[src/rtl/rstsrc_pkg.sv]
package rstsrc_pkg;

    typedef enum logic [1:0] {
        ST_IDLE    = 2'd0,
        ST_DRIVE   = 2'd1,
        ST_RELEASE = 2'd2,
        ST_HOLD    = 2'd3
    } arb_state_t;

    typedef enum logic [1:0] {
        CAUSE_POWER = 2'b00,
        CAUSE_EXT   = 2'b01,
        CAUSE_WDOG  = 2'b10,
        CAUSE_CMON  = 2'b11
    } cause_t;

endpackage

[src/rtl/rst_pin_sync.sv]
module rst_pin_sync #(
    parameter int STAGES = 2
) (
    input  logic clk,
    input  logic rst_n,
    input  logic d,
    output logic q
);

    logic [STAGES-1:0] stg;

    generate
        if (STAGES < 2) begin : g_bad_depth
            initial $error("rst_pin_sync needs at least two stages");
        end
    endgenerate

    // Reset value is "pin high" so no spurious trigger follows power-on.
    always_ff @(posedge clk or negedge rst_n) begin
        if (!rst_n) begin
            stg <= '1;
        end else begin
            stg <= {stg[STAGES-2:0], d};
        end
    end

    assign q = stg[STAGES-1];

    // Output must lag the preceding stage by exactly one clock.
    p_sync_delay_r8: assert property (@(posedge clk) disable iff (!rst_n)
        q == $past(stg[STAGES-2]));

endmodule

[src/rtl/rst_tick_counter.sv]
module rst_tick_counter #(
    parameter  int MAX_COUNT = 4,
    localparam int CW        = $clog2(MAX_COUNT + 1)
) (
    input  logic          clk,
    input  logic          rst_n,
    input  logic          clr,
    input  logic          tick,
    input  logic [CW-1:0] limit,
    output logic          last
);

    logic [CW-1:0] count;

    always_ff @(posedge clk or negedge rst_n) begin
        if (!rst_n) begin
            count <= '0;
        end else if (clr) begin
            count <= '0;
        end else if (tick) begin
            count <= count + CW'(1);
        end
    end

    assign last = tick && (count == (limit - CW'(1)));

    // Counter is cleared on every phase change, so it stays below the longest phase.
    p_cnt_bound_r2: assert property (@(posedge clk) disable iff (!rst_n)
        count < CW'(MAX_COUNT));

endmodule

[src/rtl/rst_cause_resolve.sv]
module rst_cause_resolve
    import rstsrc_pkg::*;
(
    input  cause_t src,
    input  logic   sample_high,
    output cause_t cause
);

    // Power-on outranks the sample; a low sample outranks any internal source.
    always_comb begin
        if (src == CAUSE_POWER) begin
            cause = CAUSE_POWER;
        end else if (!sample_high) begin
            cause = CAUSE_EXT;
        end else begin
            cause = src;
        end
    end

endmodule

[src/rtl/rst_pin_arbiter.sv]
module rst_pin_arbiter
    import rstsrc_pkg::*;
#(
    parameter int DRIVE_TICKS  = 4,
    parameter int SAMPLE_TICKS = 2,
    parameter int SYNC_STAGES  = 2
) (
    input  logic       clk,
    input  logic       por_n,
    input  logic       e_tick,
    input  logic       pin_in,
    input  logic       wdog_req,
    input  logic       clkmon_req,
    output logic       pin_drive_low,
    output logic       sys_rst,
    output logic [1:0] rst_cause
);

    localparam int MAXT = (DRIVE_TICKS > SAMPLE_TICKS) ? DRIVE_TICKS : SAMPLE_TICKS;
    localparam int CW   = $clog2(MAXT + 1);

    arb_state_t    state_q, state_d;
    cause_t        src_q, src_d;
    cause_t        cause_q, cause_d;
    cause_t        resolved;
    logic          pin_s;
    logic          tick_last;
    logic          cnt_clr;
    logic          cnt_tick;
    logic [CW-1:0] cnt_limit;

    rst_pin_sync #(
        .STAGES (SYNC_STAGES)
    ) u_sync (
        .clk   (clk),
        .rst_n (por_n),
        .d     (pin_in),
        .q     (pin_s)
    );

    rst_tick_counter #(
        .MAX_COUNT (MAXT)
    ) u_ticks (
        .clk   (clk),
        .rst_n (por_n),
        .clr   (cnt_clr),
        .tick  (cnt_tick),
        .limit (cnt_limit),
        .last  (tick_last)
    );

    rst_cause_resolve u_resolve (
        .src         (src_q),
        .sample_high (pin_s),
        .cause       (resolved)
    );

    // Phase timing: the counter only runs in the two timed phases.
    assign cnt_tick  = e_tick && ((state_q == ST_DRIVE) || (state_q == ST_RELEASE));
    assign cnt_clr   = (state_d != state_q);
    assign cnt_limit = (state_q == ST_DRIVE) ? CW'(DRIVE_TICKS) : CW'(SAMPLE_TICKS);

    // Next-state and capture logic.
    always_comb begin
        state_d = state_q;
        src_d   = src_q;
        cause_d = cause_q;
        unique case (state_q)
            ST_IDLE: begin
                if (wdog_req) begin
                    state_d = ST_DRIVE;
                    src_d   = CAUSE_WDOG;
                end else if (clkmon_req) begin
                    state_d = ST_DRIVE;
                    src_d   = CAUSE_CMON;
                end else if (!pin_s) begin
                    state_d = ST_DRIVE;
                    src_d   = CAUSE_EXT;
                end
            end
            ST_DRIVE: begin
                if (tick_last) begin
                    state_d = ST_RELEASE;
                end
            end
            ST_RELEASE: begin
                if (tick_last) begin
                    cause_d = resolved;
                    state_d = pin_s ? ST_IDLE : ST_HOLD;
                end
            end
            ST_HOLD: begin
                if (pin_s) begin
                    state_d = ST_IDLE;
                end
            end
            default: begin
                state_d = ST_IDLE;
            end
        endcase
    end

    // State register: power-on restarts the sequence with a power-on source.
    always_ff @(posedge clk or negedge por_n) begin
        if (!por_n) begin
            state_q <= ST_DRIVE;
            src_q   <= CAUSE_POWER;
            cause_q <= CAUSE_POWER;
        end else begin
            state_q <= state_d;
            src_q   <= src_d;
            cause_q <= cause_d;
        end
    end

    // Outputs decoded from the state.
    always_comb begin
        pin_drive_low = 1'b0;
        sys_rst       = 1'b1;
        unique case (state_q)
            ST_IDLE:    sys_rst = 1'b0;
            ST_DRIVE:   pin_drive_low = 1'b1;
            ST_RELEASE: pin_drive_low = 1'b0;
            ST_HOLD:    pin_drive_low = 1'b0;
            default:    sys_rst = 1'b1;
        endcase
    end

    assign rst_cause = cause_q;

    // the pin is never pulled while the chip is out of reset.
    p_drive_under_rst_r3: assert property (@(posedge clk) disable iff (!por_n)
        pin_drive_low |-> sys_rst);

    // the pull-down is released only by a bus tick.
    p_release_on_tick_r2: assert property (@(posedge clk) disable iff (!por_n)
        $fell(pin_drive_low) |-> $past(e_tick));

    // the wait phase ends only on a bus tick.
    p_sample_on_tick_r3: assert property (@(posedge clk) disable iff (!por_n)
        (($past(state_q) == ST_RELEASE) && (state_q != ST_RELEASE)) |-> $past(e_tick));

    // reset held while the synchronized pin is still low.
    p_hold_keeps_rst_r4: assert property (@(posedge clk) disable iff (!por_n)
        ((state_q == ST_HOLD) && !pin_s) |=> sys_rst);

    // the captured source cannot change once a sequence runs.
    p_busy_ignores_req_r7: assert property (@(posedge clk) disable iff (!por_n)
        (state_q != ST_IDLE) |=> ($stable(src_q) || ($past(state_q) == ST_IDLE)));

    // the reported cause is frozen while idle.
    p_cause_stable_r10: assert property (@(posedge clk) disable iff (!por_n)
        ((state_q == ST_IDLE) && ($past(state_q) == ST_IDLE)) |-> $stable(rst_cause));

endmodule

[config.mk]
export PLATFORM = sky130hd
export DESIGN_NAME = rst_pin_arbiter
export DESIGN_NICKNAME = d
export VERILOG_FILES = /design/src/rtl/rstsrc_pkg.sv /design/src/rtl/rst_pin_sync.sv /design/src/rtl/rst_tick_counter.sv /design/src/rtl/rst_cause_resolve.sv /design/src/rtl/rst_pin_arbiter.sv
export SDC_FILE = /design/constraint.sdc
export NUM_CORES = 1
export LEC_CHECK = 0
export BUFFER_PORTS_ARGS = -buffer_cell sky130_fd_sc_hd__buf_2
export CAP_MARGIN = 20
export CORE_MARGIN = 4
export CORE_UTILIZATION = 40
export CTS_BUF_LIST = sky130_fd_sc_hd__clkbuf_4 sky130_fd_sc_hd__clkbuf_8
export CTS_CLUSTER_SIZE = 30
export DETAILED_ROUTE_END_ITERATION = 10
export MAX_ROUTING_LAYER = met4
export PLACE_DENSITY_LB_ADDON = 0.08
export SLEW_MARGIN = 25
export SYNTH_ARGS = -nofsm -noshare
export SYNTH_HDL_FRONTEND = slang
export SYNTH_SLANG_ARGS = --single-unit
[constraint.sdc]
create_clock -name clk -period 3.2 [get_ports clk]
set_input_delay 0 -clock clk [delete_from_list [all_inputs] [get_ports clk]]
set_output_delay 0 -clock clk [all_outputs]
set_load 0.1 [all_outputs]
# After elaboration in Yosys (flattened, before gate mapping)
# Index checks and enable logic that the tools add are counted.
# totals
input_bits	6
out_inout_bits	4
regBits	11
elab_cells	36
# op_classes
add_sub_neg	2
reduce_logical	7
n_eq_ne	5
n_mux	17
# op_table
cell	n
$mux 2	11
$mux 3	3
$pmux 2 s4	1
$eq 2x2->1 const B	2
$logic_not 2->1	2
$add 3x1->3 const B	1
$eq 3x3->1	1
$sub 3x1->3 const B	1
$eq 2x1->1 const B	1
$logic_and 1x1->1	2
$mux 1	2
$ne 2x2->1	1
$reduce_and 2->1	1
$reduce_bool 2->1	1
$logic_or 1x1->1	1

# Logic depth before layout (Yosys ltp)
# depth
depth_word	9
mapped_depth	8
ltp_nobuf	7

# Hierarchy
# A second synthesis with hierarchy kept.
# unflattened
cells_unflattened	65
hier_area_um2	673.1
# modules_own_cells
mod	cells_each	instances	area_per_inst_um2
rst_pin_arbiter	42	1	396.6
rst_tick_counter	18	1	205.2
rst_pin_sync	2	1	52.6
rst_cause_resolve	3	1	18.8

# Worst setup path after synthesis
# No wires, ideal clock.
# synth_timing
kind	flip-flop to flip-flop
start	register state_q[0]
end	register u_ticks.count[2]
path_buffers	1
t_arrival_ps	2521
required_ps	3114
stages_incl_launch_ff	8
setup_time_ps	86
setup_slack_ps	593
period_less_slack_ps	2607
cell_sequence	dfstp_2 -> ha_1 -> xnor2_1 -> and2_4 -> buf_6 -> a211oi_4 -> o22ai_2 -> nor3_1
# synth_via
elab_chain_cells	9
word_cells_on_any_way	20
# synth_rtl
item	line	rtl
from (decl)	rst_pin_arbiter.sv:22	arb_state_t state_q, state_d;
from (signal assigned)	rst_pin_arbiter.sv:110	state_q <= state_d;
$eq 2x1->1	rst_pin_arbiter.sv:59, rst_pin_arbiter.sv:61, rst_pin_arbiter.sv:68	
$mux 3	rst_pin_arbiter.sv:61	assign cnt_limit = (state_q == ST_DRIVE) ? CW'(DRIVE_TICKS) : CW'(SAMPLE_TICKS);
$sub 3x1->3	rst_tick_counter.sv:25	assign last = tick && (count == (limit - CW'(1)));
$eq 3x3->1	rst_tick_counter.sv:25	
$logic_and 1x1->1	rst_tick_counter.sv:25	
$mux 2 (on tied branches)	rst_pin_arbiter.sv:87, rst_pin_arbiter.sv:82	
$pmux 2 s4	rst_pin_arbiter.sv:68	unique case (state_q)
$ne 2x2->1	rst_pin_arbiter.sv:60	assign cnt_clr = (state_d != state_q);
$mux 3 / $reduce_bool 2->1 (equally long branches)	n/a	
to (signal assigned)	rst_tick_counter.sv:21	count <= count + CW'(1);
to (decl)	rst_tick_counter.sv:13	logic [CW-1:0] count;
# Several ways; a longest one is shown, not always the timed one.
# A chain may end at the register's enable or synchronous reset.

# Worst setup path after layout
# Ends and elaborated chain as after synthesis.

==> qor.csv <==
stage,metric,value,unit
run_status,run status,"complete, no violations",
place,Port Buf Inserts,9,
synthesis,post-synthesis sequential area ratio,40.9,%
grt,met2 routing resource usage after global routing,21.7,%
synthesis,compound-gate portion of the synthesized area,23.7,%
synthesis,Post-Synth Adder-Cell Area,11.0,%
synthesis,proportion of synthesized flip-flops having asynchronous set or reset,100,%
critical_path,cell type of the slowest stage on the worst timing path,dfstp_2,
detailed_routing,detailed-router iteration count before antenna repair,4,
grt,GR Overflow Total,0,
clock_network,clock tree from TritonCTS,built,
synthesis,dominant combinational cell family by area after synthesis,compound AO/OA/AOI/OAI gates,
sta,Fin Setup TNS,0,ns
critical_path,worst path arrival time,2.38,ns
cells_and_area,total area of sequential cells,279,um^2
synthesis,nets in the synthesized netlist,83,
critical_path,category of the worst setup path capture point,register,
place,placement-stage worst setup slack,1.01,ns
floorplan,Boundary Pins,10,
sta,Max Transition Viols Final,0,
critical_path,"CP delay by family, top",simple AND/OR/NAND/NOR gates,
sta,RSZ-0062 raised after global routing,false,
critical_path,number of logic stages on the critical path including buffering,7,
grt,gr busiest metal,met2,
synthesis,gate count after technology mapping,71,
floorplan,number of core rows,14,
detailed_routing,number of remaining DRC errors,0,
synthesis,Netlist cell types,25,
critical_path,slack of the worst reg-to-reg path,1.0,ns
sta,Final Skew,0.00297,ns
cells_and_area,area of the multi-input gates,365,um^2
grt,met1 capacity usage during global routing,14.6,%
detailed_routing,routed vias/inst,5.29,
critical_path,length in cells of the worst reg-to-reg path,7,
clock_network,clock latency on the worst-skew pair,0.27,ns
synthesis,simple-gate area share of the yosys netlist,13.6,%
critical_path,required time at the endpoint of the critical path,3.38,ns
detailed_routing,routed wirelength normalized by instance count,12.7,um
grt,global-route wire length before repair,2420,um
critical_path,CP startpoint kind,register,
place,Post-DP HPWL,1030,um
clock_network,H-tree lvl count,1,
clock_network,Clock Sink Count,11,
floorplan,core area,1560,um^2
critical_path,startpoint of the lowest-slack register-to-register path,state_q[0]$_DFF_PN1_,
clock_network,Post-CTS Resized,0,
power,standby leakage power,0.380,nW
clock_network,number of buffers inserted to repair setup after CTS,0,
power,Total Power,0.000725,W
sta,share of the clock period used by the worst path,68.8,%
grt,antenna violations before repair,0,
synthesis,commonest cells in the netlist,"a21oi_1, dfrtp_1, nand2_1",
power,peak supply drop,0.000395,V
critical_path,WP buf/inv,1,
grt,met3 GRT Util,6.12,%
detailed_routing,ANT nets after route,0,
place,count of placed standard cells including taps,95,
clock_network,root buf cell,clkbuf_4,
detailed_routing,first-iteration detailed-routing DRC count,11,
detailed_routing,via count of the routed design,545,
min_path,worst min-delay path category,input port to asynchronous set/reset pin,
critical_path,reg2reg end,u_ticks.count[2]$_DFFE_PN0P_,
power,Cell Pwr Density,902,nW/um^2
synthesis,"flops & latches, synth",11,
clock_network,number of clock buffers inserted by TritonCTS,3,
place,RePlAce Congestion,0.918,
critical_path,critical path peak fanout,8,
synthesis,cell taking the most area after synthesis,dfrtp_1,
clock_network,deepest clock path buffer count,2,
sta,hold violation count in the final report,0,
sta,slew at the pin with the worst max-slew slack,0.485,ns
cells_and_area,final non-filler cell total,103,
synthesis,top cell type's share of synthesized area,29.4,%
cells_and_area,fraction of final layout cells with drive strength greater than 1,23.0,%
synthesis,most frequent cell after synthesis,a21oi_1,
synthesis,area share of xor/xnor cells in the synthesized design,3.85,%
cells_and_area,Layout Area Growth over Synthesis,17.8,%
floorplan,DIE AREA,2430,um^2
flow_run,max_cap viols,0,
sta,Max Clock Freq,454,MHz
synthesis,dominant synthesized flop cell,dfrtp_1,
cells_and_area,antenna diode count,0,
critical_path,stage delay of the slowest cell on the critical path,0.61,ns
synthesis,total of warnings raised by yosys,0,
synthesis,mean instance size in the synthesized netlist,9.60,um^2
clock_network,clock-pin slew on the worst setup and hold paths,0.07,ns
synthesis,multiplexer share of the synthesized area,1.47,%
detailed_routing,wire length after detailed routing,1310,um
grt,vias in the first global route,565,
grt,pin count of the biggest net entering global routing,12,
floorplan,starting density of the core,43.7,%
synthesis,leading cell types by total area after synthesis,"dfrtp_1, dfstp_2, ha_1",
sta,total of endpoints with negative setup slack in the final report,0,
sta,worst slew slack as a fraction of its limit,67.9,%
floorplan,floorplan die height,49.3,um
critical_path,sequence of cells on the critical path,inv_1 > ha_1 > and4b_1 > and2_4 > a211oi_4 > o22ai_2 > nor3_1,
floorplan,Die Width,49.3,um
cells_and_area,Filler Cell Count,144,
critical_path,type of the setup path with the least slack,register to register,
synthesis,number of enable-type register cells in the synthesized netlist,0,
sta,final critical-path required period,2.20,ns
grt,gr usage total,13.7,%
sta,worst path setup slack after routing,1.00,ns
synthesis,area of the mapped netlist,682,um^2
cells_and_area,Post-layout nets,100,
-- layout make-up --
type                    instances  share of cell area [%]
clock inverters                 1                   0.623
flip-flops and latches         11                    34.7
repair buffers                 13                    10.6
inverters                       7                    3.27
multi-input cells              52                    45.5
clock buffers                   3                    2.80
well taps                      16                    2.49
-- power by group --
group / total, W / switching, W / leakage [nW] / internal, W
Clock: 0.0000929 / 0.0000467 / 0.0177 / 0.0000462
Sequential: 0.000224 / 0.0000413 / 0.135 / 0.000183
Combinational: 0.000407 / 0.000288 / 0.227 / 0.000119
Total: 0.000725 / 0.000376 / 0.380 / 0.000349
-- what timing repair did --
action / CTS / global route
endpoints found under the setup margin: 0 / 0
hold buffers: 4 / 0
endpoints found under the hold margin: 14 / 0
-- flip-flops by register name (all words and copies together), names as in the netlist --
register,flops
rst_cause,2
src_q,2
state_q,2
u_sync.stg,2
u_ticks.count,3
-- layer usage --
layer | part of all wire [%] | vias to the layer above
li1 | - | 282
met1 | 44 | 246
met2 | 49 | 13
met3 | 5.0 | 4
met4 | 1.4 | 0
met5 | 0 | -
-- per-stage QoR --
step | area [um^2] | hold WS, ns | util (%)
after global routing | 803 | 0.149 | 51.5
after CTS | 803 | 0.127 | 51.5
after detailed placement | 736 | -0.119 | 47.2
final | 803 | 0.124 | 51.5
after global placement | 736 | -0.120 | 47.2
after floorplan | 682 | -0.296 | -
-- kinds of logic (layout without fill, tap and decap cells) --
logic type / Yosys count / count (layout)
AO/OA/AOI/OAI: 23 / 23
buffers and inverters: 8 / 24
XOR/XNOR: 3 / 3
multiplexers: 1 / 1
flip-flops: 11 / 11
AND/OR/NAND/NOR: 19 / 19
adder cells (fa/ha/maj): 6 / 6
-- worst max-delay path by stage --
stage | start | to
after floorplan | state_q[0]$_DFF_PN1_ | u_ticks.count[2]$_DFFE_PN0P_
after global routing | state_q[0]$_DFF_PN1_ | u_ticks.count[2]$_DFFE_PN0P_
after detailed placement | state_q[0]$_DFF_PN1_ | u_ticks.count[2]$_DFFE_PN0P_
after global placement | state_q[0]$_DFF_PN1_ | u_ticks.count[2]$_DFFE_PN0P_
final | state_q[0]$_DFF_PN1_ | u_ticks.count[2]$_DFFE_PN0P_
after CTS | state_q[0]$_DFF_PN1_ | u_ticks.count[2]$_DFFE_PN0P_
-- layout by cell type (no fill, tap or decap), drive strengths merged --
| cell type | count |
|---|---|
| a211oi | 2 |
| a21o | 1 |
| a21oi | 9 |
| a221oi | 1 |
| a32o | 1 |
| and2 | 1 |
| and4b | 1 |
| buf | 9 |
| clkbuf | 3 |
| clkinv | 1 |
| dfrtp | 8 |
| dfstp | 3 |
| dlygate4sd3 | 4 |
| ha | 6 |
| inv | 7 |
| mux2i | 1 |
| nand2 | 8 |
| nand2b | 1 |
| nand3 | 1 |
| nor2 | 2 |
| nor3 | 5 |
| o2111ai | 1 |
| o21ai | 7 |
| o22ai | 1 |
| xnor2 | 1 |
| xor2 | 2 |
Note: power is estimated with default switching activity, not from simulation.
